`config.mk`:
```
export PLATFORM = sky130hd
export DESIGN_NAME = fault_prefetch_buf
export DESIGN_NICKNAME = d
export VERILOG_FILES = /design/src/rtl/pfb_pkg.sv /design/src/rtl/pfb_ctrl.sv /design/src/rtl/pfb_store.sv /design/src/rtl/pfb_deliver.sv /design/src/rtl/fault_prefetch_buf.sv
export SDC_FILE = /design/constraint.sdc
export NUM_CORES = 1
export LEC_CHECK = 0
export BUFFER_PORTS_ARGS = -buffer_cell sky130_fd_sc_hd__buf_2
export CORE_MARGIN = 4
export CORE_UTILIZATION = 59
export DETAILED_ROUTE_END_ITERATION = 7
export PLACE_DENSITY = 0.83
export REMOVE_ABC_BUFFERS = 1
export SYNTH_ARGS = -nofsm -noshare
export SYNTH_HDL_FRONTEND = slang
export SYNTH_SLANG_ARGS = --single-unit
```
`constraint.sdc`:
```
create_clock -name clk -period 3.4 [get_ports clk]
set_input_delay 0.34 -clock clk [delete_from_list [all_inputs] [get_ports clk]]
set_output_delay 0.34 -clock clk [all_outputs]
set_load 0.05 [all_outputs]
```
`src/rtl/pfb_pkg.sv`:
```
`timescale 1ns/1ps
// Package: shared types for the fault-tagged prefetch buffer.
// Assumes: nothing beyond IEEE 1800-2017.
package pfb_pkg;
    // Outcome of one decoder take, held in the delivery register
    typedef enum logic [1:0] {
        DLV_NONE  = 2'd0,
        DLV_INSN  = 2'd1,
        DLV_FAULT = 2'd2
    } dlv_kind_t;
endpackage

```
`src/rtl/pfb_ctrl.sv`:
```
`timescale 1ns/1ps
// Module: pfb_ctrl
// Keeps the read and write pointers and the occupancy count. It turns the
// fill, take and flush requests into qualified write and read strobes.
// Assumes: flush has priority over both write and read in the same cycle.
module pfb_ctrl #(
    parameter int DEPTH = 4,
    localparam int PTR_W = (DEPTH > 1) ? $clog2(DEPTH) : 1,
    localparam int CNT_W = $clog2(DEPTH + 1)
) (
    input  logic             clk,
    input  logic             rst_n,
    input  logic             fill_valid,
    input  logic             take,
    input  logic             flush,
    output logic             wr_en,
    output logic             rd_fire,
    output logic [PTR_W-1:0] wr_ptr,
    output logic [PTR_W-1:0] rd_ptr,
    output logic             full,
    output logic             empty
);
    localparam logic [CNT_W-1:0] CNT_MAX  = CNT_W'(DEPTH);
    localparam logic [PTR_W-1:0] PTR_LAST = PTR_W'(DEPTH - 1);

    logic [CNT_W-1:0] cnt_q;

    // Status flags derived from the occupancy count
    always_comb begin
        full  = (cnt_q == CNT_MAX);
        empty = (cnt_q == '0);
    end

    // Qualified strobes; a flush blocks both write and read
    always_comb begin
        wr_en   = fill_valid && !full  && !flush;
        rd_fire = take       && !empty && !flush;
    end

    // Pointer and count update, cleared by reset or flush
    always_ff @(posedge clk) begin
        if (!rst_n || flush) begin
            wr_ptr <= '0;
            rd_ptr <= '0;
            cnt_q  <= '0;
        end else begin
            if (wr_en) wr_ptr <= (wr_ptr == PTR_LAST) ? '0 : wr_ptr + 1'b1;
            if (rd_fire) rd_ptr <= (rd_ptr == PTR_LAST) ? '0 : rd_ptr + 1'b1;
            case ({wr_en, rd_fire})
                2'b10:   cnt_q <= cnt_q + 1'b1;
                2'b01:   cnt_q <= cnt_q - 1'b1;
                default: cnt_q <= cnt_q;
            endcase
        end
    end

    // occupancy never exceeds the depth
    assert_no_overflow_R2: assert property (@(posedge clk) disable iff (!rst_n)
        cnt_q <= CNT_MAX);

    // a flush leaves the queue empty on the next cycle
    assert_flush_empties_R6: assert property (@(posedge clk) disable iff (!rst_n)
        flush |=> empty);

    // a simultaneous write and read keep the occupancy
    assert_push_pop_keeps_R10: assert property (@(posedge clk) disable iff (!rst_n)
        (wr_en && rd_fire) |=> $stable(cnt_q));
endmodule

```
`src/rtl/pfb_store.sv`:
```
`timescale 1ns/1ps
// Module: pfb_store
// Entry storage: one word, one fetch address and one error tag per slot.
// Writes go to the slot at wr_ptr. The slot at rd_ptr is always readable.
// Assumes: pointers come from pfb_ctrl and stay below DEPTH.
module pfb_store #(
    parameter int DEPTH  = 4,
    parameter int WORD_W = 16,
    parameter int ADDR_W = 32,
    localparam int PTR_W = (DEPTH > 1) ? $clog2(DEPTH) : 1
) (
    input  logic              clk,
    input  logic              rst_n,
    input  logic              flush,
    input  logic              wr_en,
    input  logic [PTR_W-1:0]  wr_ptr,
    input  logic [WORD_W-1:0] wr_word,
    input  logic [ADDR_W-1:0] wr_addr,
    input  logic              wr_err,
    input  logic [PTR_W-1:0]  rd_ptr,
    output logic [WORD_W-1:0] rd_word,
    output logic [ADDR_W-1:0] rd_addr,
    output logic              rd_err
);
    logic [WORD_W-1:0] word_q [DEPTH];
    logic [ADDR_W-1:0] addr_q [DEPTH];
    logic [DEPTH-1:0]  tag_q;

    for (genvar g = 0; g < DEPTH; g++) begin : g_slot
        // Payload capture for slot g
        always_ff @(posedge clk) begin
            if (!rst_n) begin
                word_q[g] <= '0;
                addr_q[g] <= '0;
            end else if (wr_en && (wr_ptr == PTR_W'(g))) begin
                word_q[g] <= wr_word;
                addr_q[g] <= wr_addr;
            end
        end

        // Error tag for slot g; a flush scrubs it so no stale fault survives
        always_ff @(posedge clk) begin
            if (!rst_n || flush) tag_q[g] <= 1'b0;
            else if (wr_en && (wr_ptr == PTR_W'(g))) tag_q[g] <= wr_err;
        end
    end

    // Read port: the head slot chosen by rd_ptr
    always_comb begin
        rd_word = '0;
        rd_addr = '0;
        rd_err  = 1'b0;
        for (int i = 0; i < DEPTH; i++) begin
            if (rd_ptr == PTR_W'(i)) begin
                rd_word = word_q[i];
                rd_addr = addr_q[i];
                rd_err  = tag_q[i];
            end
        end
    end

    // every tag is cleared one cycle after a flush
    assert_flush_scrubs_tags_R6: assert property (@(posedge clk) disable iff (!rst_n)
        flush |=> ($countones(tag_q) == 0));
endmodule

```
`src/rtl/pfb_deliver.sv`:
```
`timescale 1ns/1ps
// Module: pfb_deliver
// Delivery register. It turns a qualified read into either a clean
// instruction or an access error, each lasting one cycle.
// Assumes: rd_fire is already blocked by flush and by an empty queue.
module pfb_deliver
    import pfb_pkg::*;
#(
    parameter int WORD_W = 16,
    parameter int ADDR_W = 32
) (
    input  logic              clk,
    input  logic              rst_n,
    input  logic              rd_fire,
    input  logic [WORD_W-1:0] rd_word,
    input  logic [ADDR_W-1:0] rd_addr,
    input  logic              rd_err,
    output logic              out_valid,
    output logic              out_fault,
    output logic [WORD_W-1:0] out_word,
    output logic [ADDR_W-1:0] out_addr
);
    dlv_kind_t kind_q;

    // Classify each take: tagged entries become faults, others instructions
    always_ff @(posedge clk) begin
        if (!rst_n) kind_q <= DLV_NONE;
        else if (rd_fire) kind_q <= rd_err ? DLV_FAULT : DLV_INSN;
        else kind_q <= DLV_NONE;
    end

    // Hold the word and address of the most recent take
    always_ff @(posedge clk) begin
        if (!rst_n) begin
            out_word <= '0;
            out_addr <= '0;
        end else if (rd_fire) begin
            out_word <= rd_word;
            out_addr <= rd_addr;
        end
    end

    // Port decode of the delivery kind
    always_comb begin
        out_valid = (kind_q == DLV_INSN);
        out_fault = (kind_q == DLV_FAULT);
    end

    // a tagged take yields a fault and suppresses the instruction
    assert_tag_gives_fault_R5: assert property (@(posedge clk) disable iff (!rst_n)
        (rd_fire && rd_err) |=> (out_fault && !out_valid));

    // a clean take yields the stored word and address
    assert_clean_gives_insn_R4: assert property (@(posedge clk) disable iff (!rst_n)
        (rd_fire && !rd_err) |=> (out_valid && out_word == $past(rd_word)
                                  && out_addr == $past(rd_addr)));
endmodule

```
`src/rtl/fault_prefetch_buf.sv`:
```
`timescale 1ns/1ps
// Module: fault_prefetch_buf (top)
// Prefetch queue whose fetch bus errors travel with the word. An error is
// reported only when the decoder takes the word, and a flush discards it.
// Assumes: the fetch side honours fill_ready; flush marks a change of flow.
module fault_prefetch_buf #(
    parameter int DEPTH  = 4,
    parameter int WORD_W = 16,
    parameter int ADDR_W = 32
) (
    input  logic              clk,
    input  logic              rst_n,
    input  logic              fill_valid,
    input  logic [WORD_W-1:0] fill_word,
    input  logic [ADDR_W-1:0] fill_addr,
    input  logic              fill_err,
    output logic              fill_ready,
    input  logic              take,
    input  logic              flush,
    output logic              out_valid,
    output logic              out_fault,
    output logic [WORD_W-1:0] out_word,
    output logic [ADDR_W-1:0] out_addr,
    output logic              buf_full,
    output logic              buf_empty
);
    localparam int PTR_W = (DEPTH > 1) ? $clog2(DEPTH) : 1;

    logic             wr_en;
    logic             rd_fire;
    logic [PTR_W-1:0] wr_ptr;
    logic [PTR_W-1:0] rd_ptr;
    logic [WORD_W-1:0] head_word;
    logic [ADDR_W-1:0] head_addr;
    logic              head_err;

    pfb_ctrl #(.DEPTH(DEPTH)) u_ctrl (
        .clk        (clk),
        .rst_n      (rst_n),
        .fill_valid (fill_valid),
        .take       (take),
        .flush      (flush),
        .wr_en      (wr_en),
        .rd_fire    (rd_fire),
        .wr_ptr     (wr_ptr),
        .rd_ptr     (rd_ptr),
        .full       (buf_full),
        .empty      (buf_empty)
    );

    pfb_store #(.DEPTH(DEPTH), .WORD_W(WORD_W), .ADDR_W(ADDR_W)) u_store (
        .clk     (clk),
        .rst_n   (rst_n),
        .flush   (flush),
        .wr_en   (wr_en),
        .wr_ptr  (wr_ptr),
        .wr_word (fill_word),
        .wr_addr (fill_addr),
        .wr_err  (fill_err),
        .rd_ptr  (rd_ptr),
        .rd_word (head_word),
        .rd_addr (head_addr),
        .rd_err  (head_err)
    );

    pfb_deliver #(.WORD_W(WORD_W), .ADDR_W(ADDR_W)) u_deliver (
        .clk       (clk),
        .rst_n     (rst_n),
        .rd_fire   (rd_fire),
        .rd_word   (head_word),
        .rd_addr   (head_addr),
        .rd_err    (head_err),
        .out_valid (out_valid),
        .out_fault (out_fault),
        .out_word  (out_word),
        .out_addr  (out_addr)
    );

    // Back-pressure toward the fetch bus
    always_comb fill_ready = !buf_full;

    // a flush suppresses any delivery in the following cycle
    assert_flush_blocks_delivery_R7: assert property (@(posedge clk) disable iff (!rst_n)
        flush |=> (!out_valid && !out_fault));

    // a take on an empty queue delivers nothing
    assert_empty_take_idle_R8: assert property (@(posedge clk) disable iff (!rst_n)
        (take && buf_empty) |=> (!out_valid && !out_fault && buf_empty));

    // a fill offered to a full queue changes nothing
    assert_full_fill_ignored_R9: assert property (@(posedge clk) disable iff (!rst_n)
        (buf_full && !take && !flush) |=> buf_full);

    // fetch errors never surface without a take
    assert_no_fault_without_take_R5: assert property (@(posedge clk) disable iff (!rst_n)
        !take |=> !out_fault);
endmodule

```
==> results of run 1 <==
synthesized netlist by cell type, types with 4 or more instances:
cell	number	area share
sky130_fd_sc_hd__a221o_1	9	0.0085
sky130_fd_sc_hd__nor2b_1	5	0.0030
sky130_fd_sc_hd__buf_2	28	0.013
sky130_fd_sc_hd__nand3_2	4	0.0038
sky130_fd_sc_hd__mux2i_1	4	0.0038
sky130_fd_sc_hd__a21oi_1	7	0.0033
sky130_fd_sc_hd__nor2_1	198	0.070
sky130_fd_sc_hd__o21ai_0	5	0.0024
sky130_fd_sc_hd__buf_6	5	0.0053
sky130_fd_sc_hd__edfxtp_1	192	0.55
sky130_fd_sc_hd__ha_1	9	0.011
sky130_fd_sc_hd__buf_4	5	0.0036
sky130_fd_sc_hd__a2bb2oi_1	47	0.039
sky130_fd_sc_hd__nand2_1	140	0.050
sky130_fd_sc_hd__o211ai_1	40	0.028
sky130_fd_sc_hd__clkbuf_1	31	0.011
sky130_fd_sc_hd__dfxtp_1	61	0.12
sky130_fd_sc_hd__a32o_1	48	0.045
sky130_fd_sc_hd__inv_1	56	0.020
layout make-up:
| class | count | area (µm²) | area share |
|---|---|---|---|
| flip-flops and latches | 253 | 6990 | 0.582 |
| multi-input cells | 537 | 3050 | 0.254 |
| clock buffers | 37 | 711 | 0.0592 |
| repair buffers | 123 | 671 | 0.0558 |
| well taps | 225 | 282 | 0.0234 |
| inverters | 57 | 214 | 0.0178 |
| clock inverters | 8 | 93.8 | 0.00781 |
power by group through the flow:
| stage | registers, mW | logic, mW | clock network, mW |
|---|---|---|---|
| 2_1_floorplan | 3.54 | 0.180 | 0 |
| 6_report | 3.47 | 0.329 | 2.70 |
| 4_1_cts | 3.47 | 0.330 | 2.72 |
| 5_1_grt | 3.47 | 0.359 | 2.84 |
| 3_3_place_gp | 3.52 | 0.318 | 0 |
| 3_5_place_dp | 3.53 | 0.328 | 0 |
per-layer routing:
metal | up-vias | GRT usage | wire length, µm
met5 | - | 0 | 0
li1 | 3410 | - | -
met1 | 3615 | 0.300 | 9440
met4 | 0 | 0.0914 | 818
met2 | 335 | 0.409 | 12100
met3 | 61 | 0.0391 | 1860
per-stage QoR:
| stage | std cells | utilization | setup TNS (ps) | setup WS (ps) | hold WS, ps |
|---|---|---|---|---|---|
| floorplan | 847 | - | -13870 | -79.5 | 440 |
| global placement | 1195 | 0.643 | 0 | 1000 | 448 |
| detailed placement | 1195 | 0.643 | 0 | 956 | 450 |
| CTS | 1240 | 0.690 | 0 | 931 | 83.2 |
| global route | 1240 | 0.690 | 0 | 771 | 91.0 |
| finish | 1240 | 0.690 | 0 | 935 | 111 |
state kept, by name (all words and copies together), names as in the netlist:
name / count
u_ctrl.cnt_q: 3
u_ctrl.wr_ptr: 2
u_store.word_q: 64
u_deliver.out_word: 16
u_store.addr_q: 128
u_deliver.kind_q: 2
u_ctrl.rd_ptr: 2
u_deliver.out_addr: 32
u_store.tag_q: 4
critical path, stage by stage, from the launching register on:
cell	delay, ps
sky130_fd_sc_hd__dfxtp_1	430
sky130_fd_sc_hd__or3b_1	560
sky130_fd_sc_hd__nand2_1	120
sky130_fd_sc_hd__ha_1	190
sky130_fd_sc_hd__inv_1	70
sky130_fd_sc_hd__fa_1	430
sky130_fd_sc_hd__xor2_1	160
sky130_fd_sc_hd__or3_1	310
sky130_fd_sc_hd__a21oi_1	140
worst min path at each step:
stage                           startpoint                     end  slack, ps  cells past startpoint
floorplan                 u_store.tag_q[2]        u_store.tag_q[2]        440                      2
global placement    u_deliver.out_word[10]  u_deliver.out_word[10]        450                      1
CTS                               fill_err        u_store.tag_q[3]         80                      3
global route                      fill_err        u_store.tag_q[3]         90                      3
detailed placement  u_deliver.out_word[12]  u_deliver.out_word[12]        450                      1
finish                            fill_err        u_store.tag_q[3]        110                      3
layout by cell type (no fill, tap or decap), types with 3 or more instances in the layout:
cell type | synthesis | final
sky130_fd_sc_hd__a221o_1 | 9 | 9
sky130_fd_sc_hd__clkbuf_8 | 0 | 4
sky130_fd_sc_hd__buf_4 | 5 | 16
sky130_fd_sc_hd__nand2_1 | 140 | 136
sky130_fd_sc_hd__a2bb2oi_1 | 47 | 47
sky130_fd_sc_hd__buf_2 | 28 | 106
sky130_fd_sc_hd__o211ai_1 | 40 | 40
sky130_fd_sc_hd__nor2_1 | 198 | 197
sky130_fd_sc_hd__clkinv_2 | 0 | 3
sky130_fd_sc_hd__o21ai_0 | 5 | 5
sky130_fd_sc_hd__clkbuf_1 | 31 | 8
sky130_fd_sc_hd__ha_1 | 9 | 6
sky130_fd_sc_hd__dfxtp_1 | 61 | 61
sky130_fd_sc_hd__inv_1 | 56 | 56
sky130_fd_sc_hd__mux2i_1 | 4 | 4
sky130_fd_sc_hd__clkbuf_16 | 0 | 25
sky130_fd_sc_hd__nand2_2 | 0 | 4
sky130_fd_sc_hd__nor2b_1 | 5 | 5
sky130_fd_sc_hd__edfxtp_1 | 192 | 192
sky130_fd_sc_hd__a21oi_1 | 7 | 7
sky130_fd_sc_hd__nand3_2 | 4 | 4
sky130_fd_sc_hd__a32o_1 | 48 | 48
kinds of logic after synthesis:
family | synth area share
and+or+nand+nor | 0.136
DFF | 0.661
AOI/OAI and AO/OA | 0.131
buffers and inverters | 0.0538
adders and majority gates | 0.0126
muxes | 0.00379
xor gates and xnor gates | 0.00166
==> results.txt, run 1 <==
- After the last flow step, the layout net total stands at between 1000 and 1500.
- After synthesis the cells add up to 10600 µm².
- Half-perimeter wire length of the detailed placement result: 13400 µm
* Syn Area/Cell: 11.5 µm²
* Filler cells: 1222
- Final instance area: 12000 µm²
- The tightest min-delay check is of the primary input to register type.
* Number of synthesized flops with an enable pin: 192
* Sink count of the clock tree: 253
* Reported max-cap violation count: 0
- Via count of the routed design: ~7400
- The hold violation total from the final report was 0.
- The later pin in the worst-skew pair is clocked with a latency of 510 ps.
* Final WL: 24200 µm
- Buffers from clock root to sink, at most: 3
- Cell chosen for the clock root: sky130_fd_sc_hd__clkbuf_16
- Of the cells placed in the final design, the portion with a size suffix greater than 1 is 0.173.
- In this run the worst path has a maximum fanout of 9.
- IR analysis of the VDD net gives a maximum drop of 0.442 mV.
* Routability Congestion: 0.778
- Synth Register Bits: 253
* Syn Inst Count: 917
- Switching Fraction: 0.210
* Placement row count: 48
- Among all flip-flop cells after synthesis, the most frequent one is sky130_fd_sc_hd__edfxtp_1.
- Cell internal power was estimated by the tool at 5.13 mW.
- Rel. slew slack: 0.478
- Final Max Tran Viols: 0
* CP Data Required Time: 3840 ps
* Worst-margin pin slew: 783 ps
* Part of the power in combinational logic: 0.051
- Core area: ~17000 µm²
* Number of distinct library cell variants in the gate-level netlist after synthesis: 38
- The first global-routing pass estimated 37600 µm of wire.
* Post-CTS setup buffers: 0
- CTS tree: done
- Die area: between 20000 and 25000 µm²
- After clock tree synthesis, the clock-pin slew on the worst setup and hold paths is 60 ps.
* Setup Viol. Count Final: 0
- Of the total power, registers draw 0.534.
- The via count of the first global-routing pass came to 7357.
- Part of the total power dissipated in the clock network: 0.416
- Ys Warns: 0
- Total net switching power: 1.37 mW
- Number of cell instances on the worst register-to-register path: 8
- Total iterations of the first detailed-routing run: 5
- around 110 I/O pins were placed.
- Dividing total power by cell area gives a power density of ~540 nW/µm².
- The completed layout was analyzed and its total power is about 6.5 mW.
- Of the synthesized area, sequential elements account for 0.661.
* Count of routing violations after the opening detailed-route iteration: 638
- Across the routed clock network, the largest skew measured is about 9.3 ps.
- In the final routed layout, each cell accounts on average for a little under 20 µm.
- Vertical extent of the die: between 100 and 150 µm
- The flow ran to the end, and the final reports show no timing, DRC or antenna violations.
- Antenna Nets Post-Route: 0
- Setup repair after global routing left no endpoint under its margin.
* Clock buffers created by TritonCTS: 25
* Time the worst path needs with I/O delays and setup: 2460 ps
- Nature of the critical path endpoint: register
* Total cell area at the placement stage: 11200 µm²
- For this design, the CTS-stage hold fixing added 0 buffers.
- Once the clock tree was built, the resizer swapped 0 gates to a different size.
* Capturing instance or port of the critical path: u_ctrl.cnt_q[2]
- Buffers placed on the I/O ports in this run total 106.
* Initial Utilization: 0.606
- In this run the critical register-to-register path is captured at u_ctrl.cnt_q[2].
- Startpoint types: register
- DRC violations left: 0
* H-tree depth reported by CTS: 1
- Beginning of the worst register-to-register path: u_ctrl.cnt_q[2]
- Of the available clock period, the critical path in the final layout requires 0.725.
* Classification of the worst setup path: register to register
- For flop-to-flop paths, the worst setup slack is 940 ps.
* Aggregate global routing overflow: 0
- Relative to the synthesized area, the layout overhead comes to 13.7%.
- The floorplan step set the die width to ~140 µm.
- Global Route Usage Sum: 0.237
- For this design the static power due to leakage is between 4 and 5 nW.
- Antenna fix cells: 0
- In the routed layout, each cell is associated on average with a via count of ~6.
- Initial antenna violation count: 0
- Largest net degree at the start of global routing: 57
- Maximum operating frequency: approximately 410 MHz
- The critical path starts at u_ctrl.cnt_q[2].
* Async set-reset flop share out of synthesis: 0
* Endpoint arrival time on the critical path: 2900 ps
(Power assumes the default switching activity.)
==> inputs of run 2 (changes only) <==
Settings changed: CORE_UTILIZATION 59 to 53, PLACE_DENSITY 0.83 to 0.79.
Clock period 3.4 ns to 2.1 ns, I/O delays scaled along.
==> run 2 against run 1 <==
  * Clock-buffer cell count did not move
  * Setup slack got worse by 890 ps
  * Clock power rose by 58%
  * Design area rose by 3.0%
  * Non-clock buffer count rose by 27
  * Critical path type unchanged
  * Power rose by 61%
  * Maximum frequency rose by 20%
  * Via count fell by 0.63%
  * Clock skew fell by 1.7 ps
  * Global-route usage fell by 1.5 points
  * Worst hold slack got worse by 43 ps
  * Critical path depth did not move
==> results.txt, run 2 (synthesized netlist as in run 1, its figures left out) <==
- The total grt overflow came to 0 (unchanged).
- The arrival time reported for the critical path endpoint is 2500 ps (-400 ps).
* Setup Viol. Count Final: 0 (unchanged)
* DRC violations left: 0 (unchanged)
- Time the worst path needs with I/O delays and setup: 2050 ps (-412 ps)
- IO buf count: 106 (unchanged)
* Min setup slack post-route: 47.2 ps (-888 ps)
- Via count of the first global-routing pass: 7673 (+4.3%)
* Most used cells in the layout excluding fill and tap cells: sky130_fd_sc_hd__nor2_1 (196), sky130_fd_sc_hd__edfxtp_1 (192), sky130_fd_sc_hd__nand2_1 (135)
- The total wirelength of the detailed-routed design came to 25000 µm (+3.3%).
* Source-to-sink clock delay at the later pin of the worst-skew pair: 510 ps (about the same)
- Worst min-delay path class: primary input to register
- Critical-path maximum fanout: 2 (-7)
- Rel. slew slack: 0.532 (+0.0541)
* H-tree depth reported by CTS: 1 (unchanged)
- Crit share post-route: 0.978 (+0.253)
* Post-placement worst setup slack: -40.7 ps (-997 ps)
* Dpl cells: 1257 (+5.2%)
- The weighted congestion at the end of routability-driven global placement came to 0.766 (-1.5%).
* Leak: 4.82 nW (+3.5%)
* Fraction of final layout cells sized beyond drive strength 1: 0.201 (+0.0272)
- Startpoint types: register
- Nature of the critical path endpoint: register
- Buffers from clock root to sink, at most: 3 (unchanged)
- The count of inserted antenna diode cells came to 0 (unchanged).
- Global Route Usage Sum: 0.222 (-0.0150)
- Overall power of the completed layout: 10.4 mW (+61%)
* Count of routing violations after the opening detailed-route iteration: 556 (-13%)
- The number of I/O pins is 107 (unchanged).
- The data required time of the critical path is 2540 ps (-1300 ps).
* Highest ir drop seen on vdd: 0.769 mV (+74%)
- Total iterations of the first detailed-routing run: 5 (unchanged)
- Result of the run: completed
- The max-cap violation count came to 0 (unchanged).
- Power density normalized to cell area: 844 nW/µm² (+56%)
* Wire length per cell after detailed routing: 19.1 µm (-2.0%)
- Largest net degree at the start of global routing: 50 (-12%)
- Global-route wire length before repair: 38700 µm (+3.1%)
- Cell chosen for the clock root: sky130_fd_sc_hd__clkbuf_16
- Final Max Tran Viols: 0 (unchanged)
- Most flop-heavy register: u_store.addr_q
- The number of fill cells in the layout was 1503 (+23%).
- Average via count per standard cell: 5.64 (-5.7%)
- CTS tree: done
- The total vias in the final route was 7374 (-0.63%).
- Unrepaired setup endpoints after global routing: true
- The HPWL after detailed placement came to 14900 µm (+11%).
- The setup path with the least slack is of type register to register.
* Clock buffers created by TritonCTS: 25 (unchanged)
* Placement row count: 51 (+6.3%)
* Initial Utilization: 0.541 (-0.0655)
- Core area: 19500 µm² (+12%)
- Max reg flops: 128 (unchanged)
* Initial antenna violation count: 0 (unchanged)
- Clock slew at the register clock pins of the worst setup and hold paths: 60 ps (about the same)
- Net count, final: 1088 (+2.5%)
- The residual antenna-violating net count after detailed routing is 0 (unchanged).
- The number of standard cells in the final layout excluding fillers was 1307 (+5.4%).
- From synthesis to final layout, the design area changed by 17.1%.
* Vertical extent of the die: 149 µm (+5.2%)
* Most frequent standard cell in the layout excluding fill and tap cells: sky130_fd_sc_hd__nor2_1
- The measured slew at the worst slew-check pin came to 700 ps (-82.7 ps).
* Number of hold violations in the final report: 0 (unchanged)
- The final-layout setup total negative slack is 0 ps (unchanged).
- The count of clock tree sinks is 253 (unchanged).
* Die width: 149 µm (+5.2%)
- The largest registers in the layout are u_store.addr_q: 128 flops, u_store.word_q: 64 flops, u_deliver.out_addr: 32 flops.
- The full die area was 22300 µm² (+11%).
* Post-route clock skew: 7.55 ps (-1.74 ps)
* Maximum operating frequency: 487 MHz (+20%)
## run 2: changes by cell type in the layout (fill, tap and decap cells not counted), sizes merged
cell / change
clkinvlp: -2
clkinv: +2
bufinv: -1
inv: +1
dlygate4sd3: +2
buf: +25
## run 2: metal layers
metal  vias to the layer above  part of all wire  global-route usage
met5                         -                 0                   0
met4                         0             0.025              0.0732
met3                        49             0.072              0.0362
met2                       294              0.51               0.396
met1                      3578              0.39               0.276
li1                       3453                 -                   -
## run 2: area by class of cell
class	count	area, µm²	share of cell area
inverters	57	214	0.0173
repair buffers	150	970	0.0784
multi-input cells	537	3090	0.250
clock inverters	8	65.1	0.00526
flip-flops and latches	253	6990	0.565
well taps	265	332	0.0268
clock buffers	37	711	0.0574
## run 2: critical path: stages, from the launching register on
cell and delay (ps):
sky130_fd_sc_hd__dfxtp_1 340, sky130_fd_sc_hd__or3b_4 400, sky130_fd_sc_hd__nand2_4 80, sky130_fd_sc_hd__ha_4 130, sky130_fd_sc_hd__inv_2 30, sky130_fd_sc_hd__fa_2 340, sky130_fd_sc_hd__xor2_2 160, sky130_fd_sc_hd__or3_1 360
sky130_fd_sc_hd__a21oi_2 140
## run 2: repair_timing
action	4_1_cts	5_1_grt
pin swaps	1	8
setup buffers	1	2
hold buffers	2	0
hold endpoints to repair	2	0
resized for setup	2	11
setup endpoints to repair	1	1
## run 2: worst paths after layout
path                               from               endpoint  slack [ps]  cells past startpoint
hold reg to reg   u_deliver.out_addr[9]  u_deliver.out_addr[9]         460                      1
hold / removal            fill_addr[24]  u_store.addr_q[3][24]          70                      3
setup / recovery        u_ctrl.cnt_q[2]        u_ctrl.cnt_q[2]          50                      8
setup reg to reg        u_ctrl.cnt_q[2]        u_ctrl.cnt_q[2]          50                      8
## run 2: power breakdown
part	leakage (nW)	total (mW)	internal, mW	switching, mW
registers	2.48	5.61	5.55	0.0528
logic	1.96	0.571	0.190	0.381
clock network	0.381	4.26	2.46	1.80
total	4.82	10.4	8.20	2.24
## run 2: metrics by stage
step | util | hold slack [ps] | instance area [µm²]
floorplan | - | 360 | 10200
global placement | 0.589 | 447 | 11500
detailed placement | 0.589 | 450 | 11500
CTS | 0.631 | 50.6 | 12300
global route | 0.634 | 68.4 | 12400
finish | 0.634 | 68.0 | 12400
==> inputs of run 3 (changes only) <==
Settings changed: MAX_ROUTING_LAYER from default to met4.
==> run 3 against run 2 <==
  * Critical path depth is the same
  * Clock power is essentially flat
  * Sequential power is essentially flat
  * Register-to-register slack is essentially flat
  * Non-clock buffer count is the same
  * Sequential cell count is the same
==> results.txt, run 3 (synthesized netlist as in run 1, its figures left out) <==
- Result of the run: completed
* CP Data Required Time: 2540 ps (about the same)
- Unrepaired setup endpoints after global routing: true
- Half-perimeter wire length of the detailed placement result: 14900 µm (unchanged)
- The final count of negative-setup-slack endpoints was 0 (unchanged).
- Endpoint arrival time on the critical path: 2490 ps (about the same)
* CTS tree: done
* Met1 global-route usage: 0.279 (+0.00349)
* Largest net degree at the start of global routing: 50 (unchanged)
- The H-tree depth is 1 (unchanged).
- I/O pin count: 107 (unchanged)
- Count of routing violations after the opening detailed-route iteration: 606 (+9.0%)
- The count of clock tree sinks was 253 (unchanged).
* Buffers from clock root to sink, at most: 3 (unchanged)
* Classification of the worst setup path: register to register
* Die width: 149 µm (unchanged)
* Highest ir drop seen on vdd: 0.763 mV (-0.71%)
- Via count of the routed design: 7366 (-0.11%)
- Rel. slew slack: 0.531 (-0.00106)
* Initial Utilization: 0.541 (unchanged)
- The leakage power of the design is 4.82 nW (about the same).
* Time the worst path needs with I/O delays and setup: 2050 ps (-0.589 ps)
* Global Route Usage Sum: 0.229 (+0.00688)
* Initial antenna violation count: 0 (unchanged)
- Worst-margin pin slew: 702 ps (+1.58 ps)
- Overall power of the completed layout: 10.4 mW (about the same)
* Aggregate global routing overflow: 0 (unchanged)
* Worst min-delay path class: primary input to register
* Reported max-cap violation count: 0 (unchanged)
- Maximum operating frequency: 487 MHz (about the same)
- The layer flagged by global routing as most heavily used is met2.
* Fraction of final layout cells sized beyond drive strength 1: 0.201 (unchanged)
- The highest fanout seen on the critical path is 2 (unchanged).
- Cell chosen for the clock root: sky130_fd_sc_hd__clkbuf_16
- Net count, final: 1088 (unchanged)
- The residual antenna-violating net count after detailed routing came to 0 (unchanged).
- The worst slack on hold paths was 68.9 ps (+0.912 ps).
* Via count of the first global-routing pass: 7670 (-0.039%)
- Area delta synth->final: 17.1% (unchanged)
- The hold violation total from the final report is 0 (unchanged).
- The setup slack after placement came to -40.7 ps (unchanged).
- IO buf count: 106 (unchanged)
- Filler cells: 1503 (unchanged)
- STA classifies the critical path endpoint as a register.
- Average via count per standard cell: 5.64 (-0.11%)
- The largest registers in the layout are u_store.addr_q: 128 flops, u_store.word_q: 64 flops, u_deliver.out_addr: 32 flops.
* Core area: 19500 µm² (unchanged)
- The clock transition time at the flip-flop clock pins of the worst setup and hold paths came to 60 ps (about the same).
- Routability Congestion: 0.776 (+1.3%)
* Most flop-heavy register: u_store.addr_q
- The power density relative to cell area is 844 nW/µm² (about the same).
- Final instance area: 12400 µm² (unchanged)
- The number of buffers created by CTS is 25 (unchanged).
- The global-route met3 utilization is 0.0328 (-0.00334).
* DRC violations left: 0 (unchanged)
- Leaving out fill and tap cells, the most frequent cells in the layout are sky130_fd_sc_hd__nor2_1 (196), sky130_fd_sc_hd__edfxtp_1 (192), sky130_fd_sc_hd__nand2_1 (135).
- Source-to-sink clock delay at the later pin of the worst-skew pair: 520 ps (about the same)
- The total wirelength of the detailed-routed design is 25000 µm (about the same).
* Antenna fix cells: 0 (unchanged)
- The wire length of the first global-routing pass came to 38700 µm (+0.11%).
* Crit share post-route: 0.977 (about the same)
* Total iterations of the first detailed-routing run: 5 (unchanged)
* Total cell area at the placement stage: 11500 µm² (unchanged)
- Leaving out fill and tap cells, the most frequent cell in the layout is sky130_fd_sc_hd__nor2_1.
- Max reg flops: 128 (unchanged)
- Die area: 22300 µm² (unchanged)
* Final Max Tran Viols: 0 (unchanged)
- The post-detailed-route wirelength per cell came to 19.1 µm (about the same).
- The slack of the critical path came to 47.7 ps (+0.589 ps).
- The number of core rows is 51 (unchanged).
- Met2 usage: 0.395 (-0.000453)
- Vertical extent of the die: 149 µm (unchanged)
* Post-route clock skew: 8.82 ps (+1.27 ps)
- Startpoint types: register
## run 3: cell counts in the layout (fill, tap and decap cells not counted)
Identical to the previous run, type by type.
## run 3: stage by stage
| step | TNS, ps | util | std cells |
|---|---|---|---|
| floorplan | -316010 | - | 847 |
| global placement | 0 | 0.589 | 1257 |
| detailed placement | -40.7 | 0.589 | 1257 |
| CTS | 0 | 0.631 | 1305 |
| global route | -33.7 | 0.634 | 1307 |
| finish | 0 | 0.634 | 1307 |
## run 3: area by class of cell
type                       count  area [µm²]  area share
sequential                   253        6990       0.565
multi-input combinational    537        3090       0.250
timing repair buffer         150         970      0.0784
clock buffer                  37         711      0.0574
tap                          265         332      0.0268
inverter                      57         214      0.0173
clock inverter                 8        65.1     0.00526
## run 3: routing by layer
metal / part of all wire / vias up
met5: 0 / -
met2: 0.51 / 297
met4: 0.023 / 0
met1: 0.39 / 3565
met3: 0.072 / 51
li1: - / 3453
## run 3: critical path, cell delays in order, from the launching register on
cell	delay, ps
sky130_fd_sc_hd__dfxtp_2	330
sky130_fd_sc_hd__or3b_4	410
sky130_fd_sc_hd__nand2_4	80
sky130_fd_sc_hd__ha_4	130
sky130_fd_sc_hd__inv_2	30
sky130_fd_sc_hd__fa_2	340
sky130_fd_sc_hd__xor2_2	160
sky130_fd_sc_hd__or3_1	360
sky130_fd_sc_hd__a21oi_2	140
## run 3: path summary, 6_finish.rpt
path / from / endpoint / slack, ps / depth (start not counted)
setup reg to reg: u_ctrl.cnt_q[1] / u_ctrl.cnt_q[2] / 50 / 8
hold reg to reg: u_deliver.out_addr[9] / u_deliver.out_addr[9] / 460 / 1
setup / recovery: u_ctrl.cnt_q[1] / u_ctrl.cnt_q[2] / 50 / 8
hold / removal: fill_word[2] / u_store.word_q[2][2] / 70 / 3
## run 3: repair_timing
item	CTS	global route
hold buffers	2	0
buffers inserted	1	2
resized for setup	2	11
endpoints found under the setup margin	1	1
pin swaps	1	8
endpoints found under the hold margin	2	0
## run 3: power by group
part | internal [mW] | leakage, nW | switching, mW
logic | 0.190 | 1.96 | 0.381
registers | 5.55 | 2.48 | 0.0532
clock network | 2.46 | 0.381 | 1.80
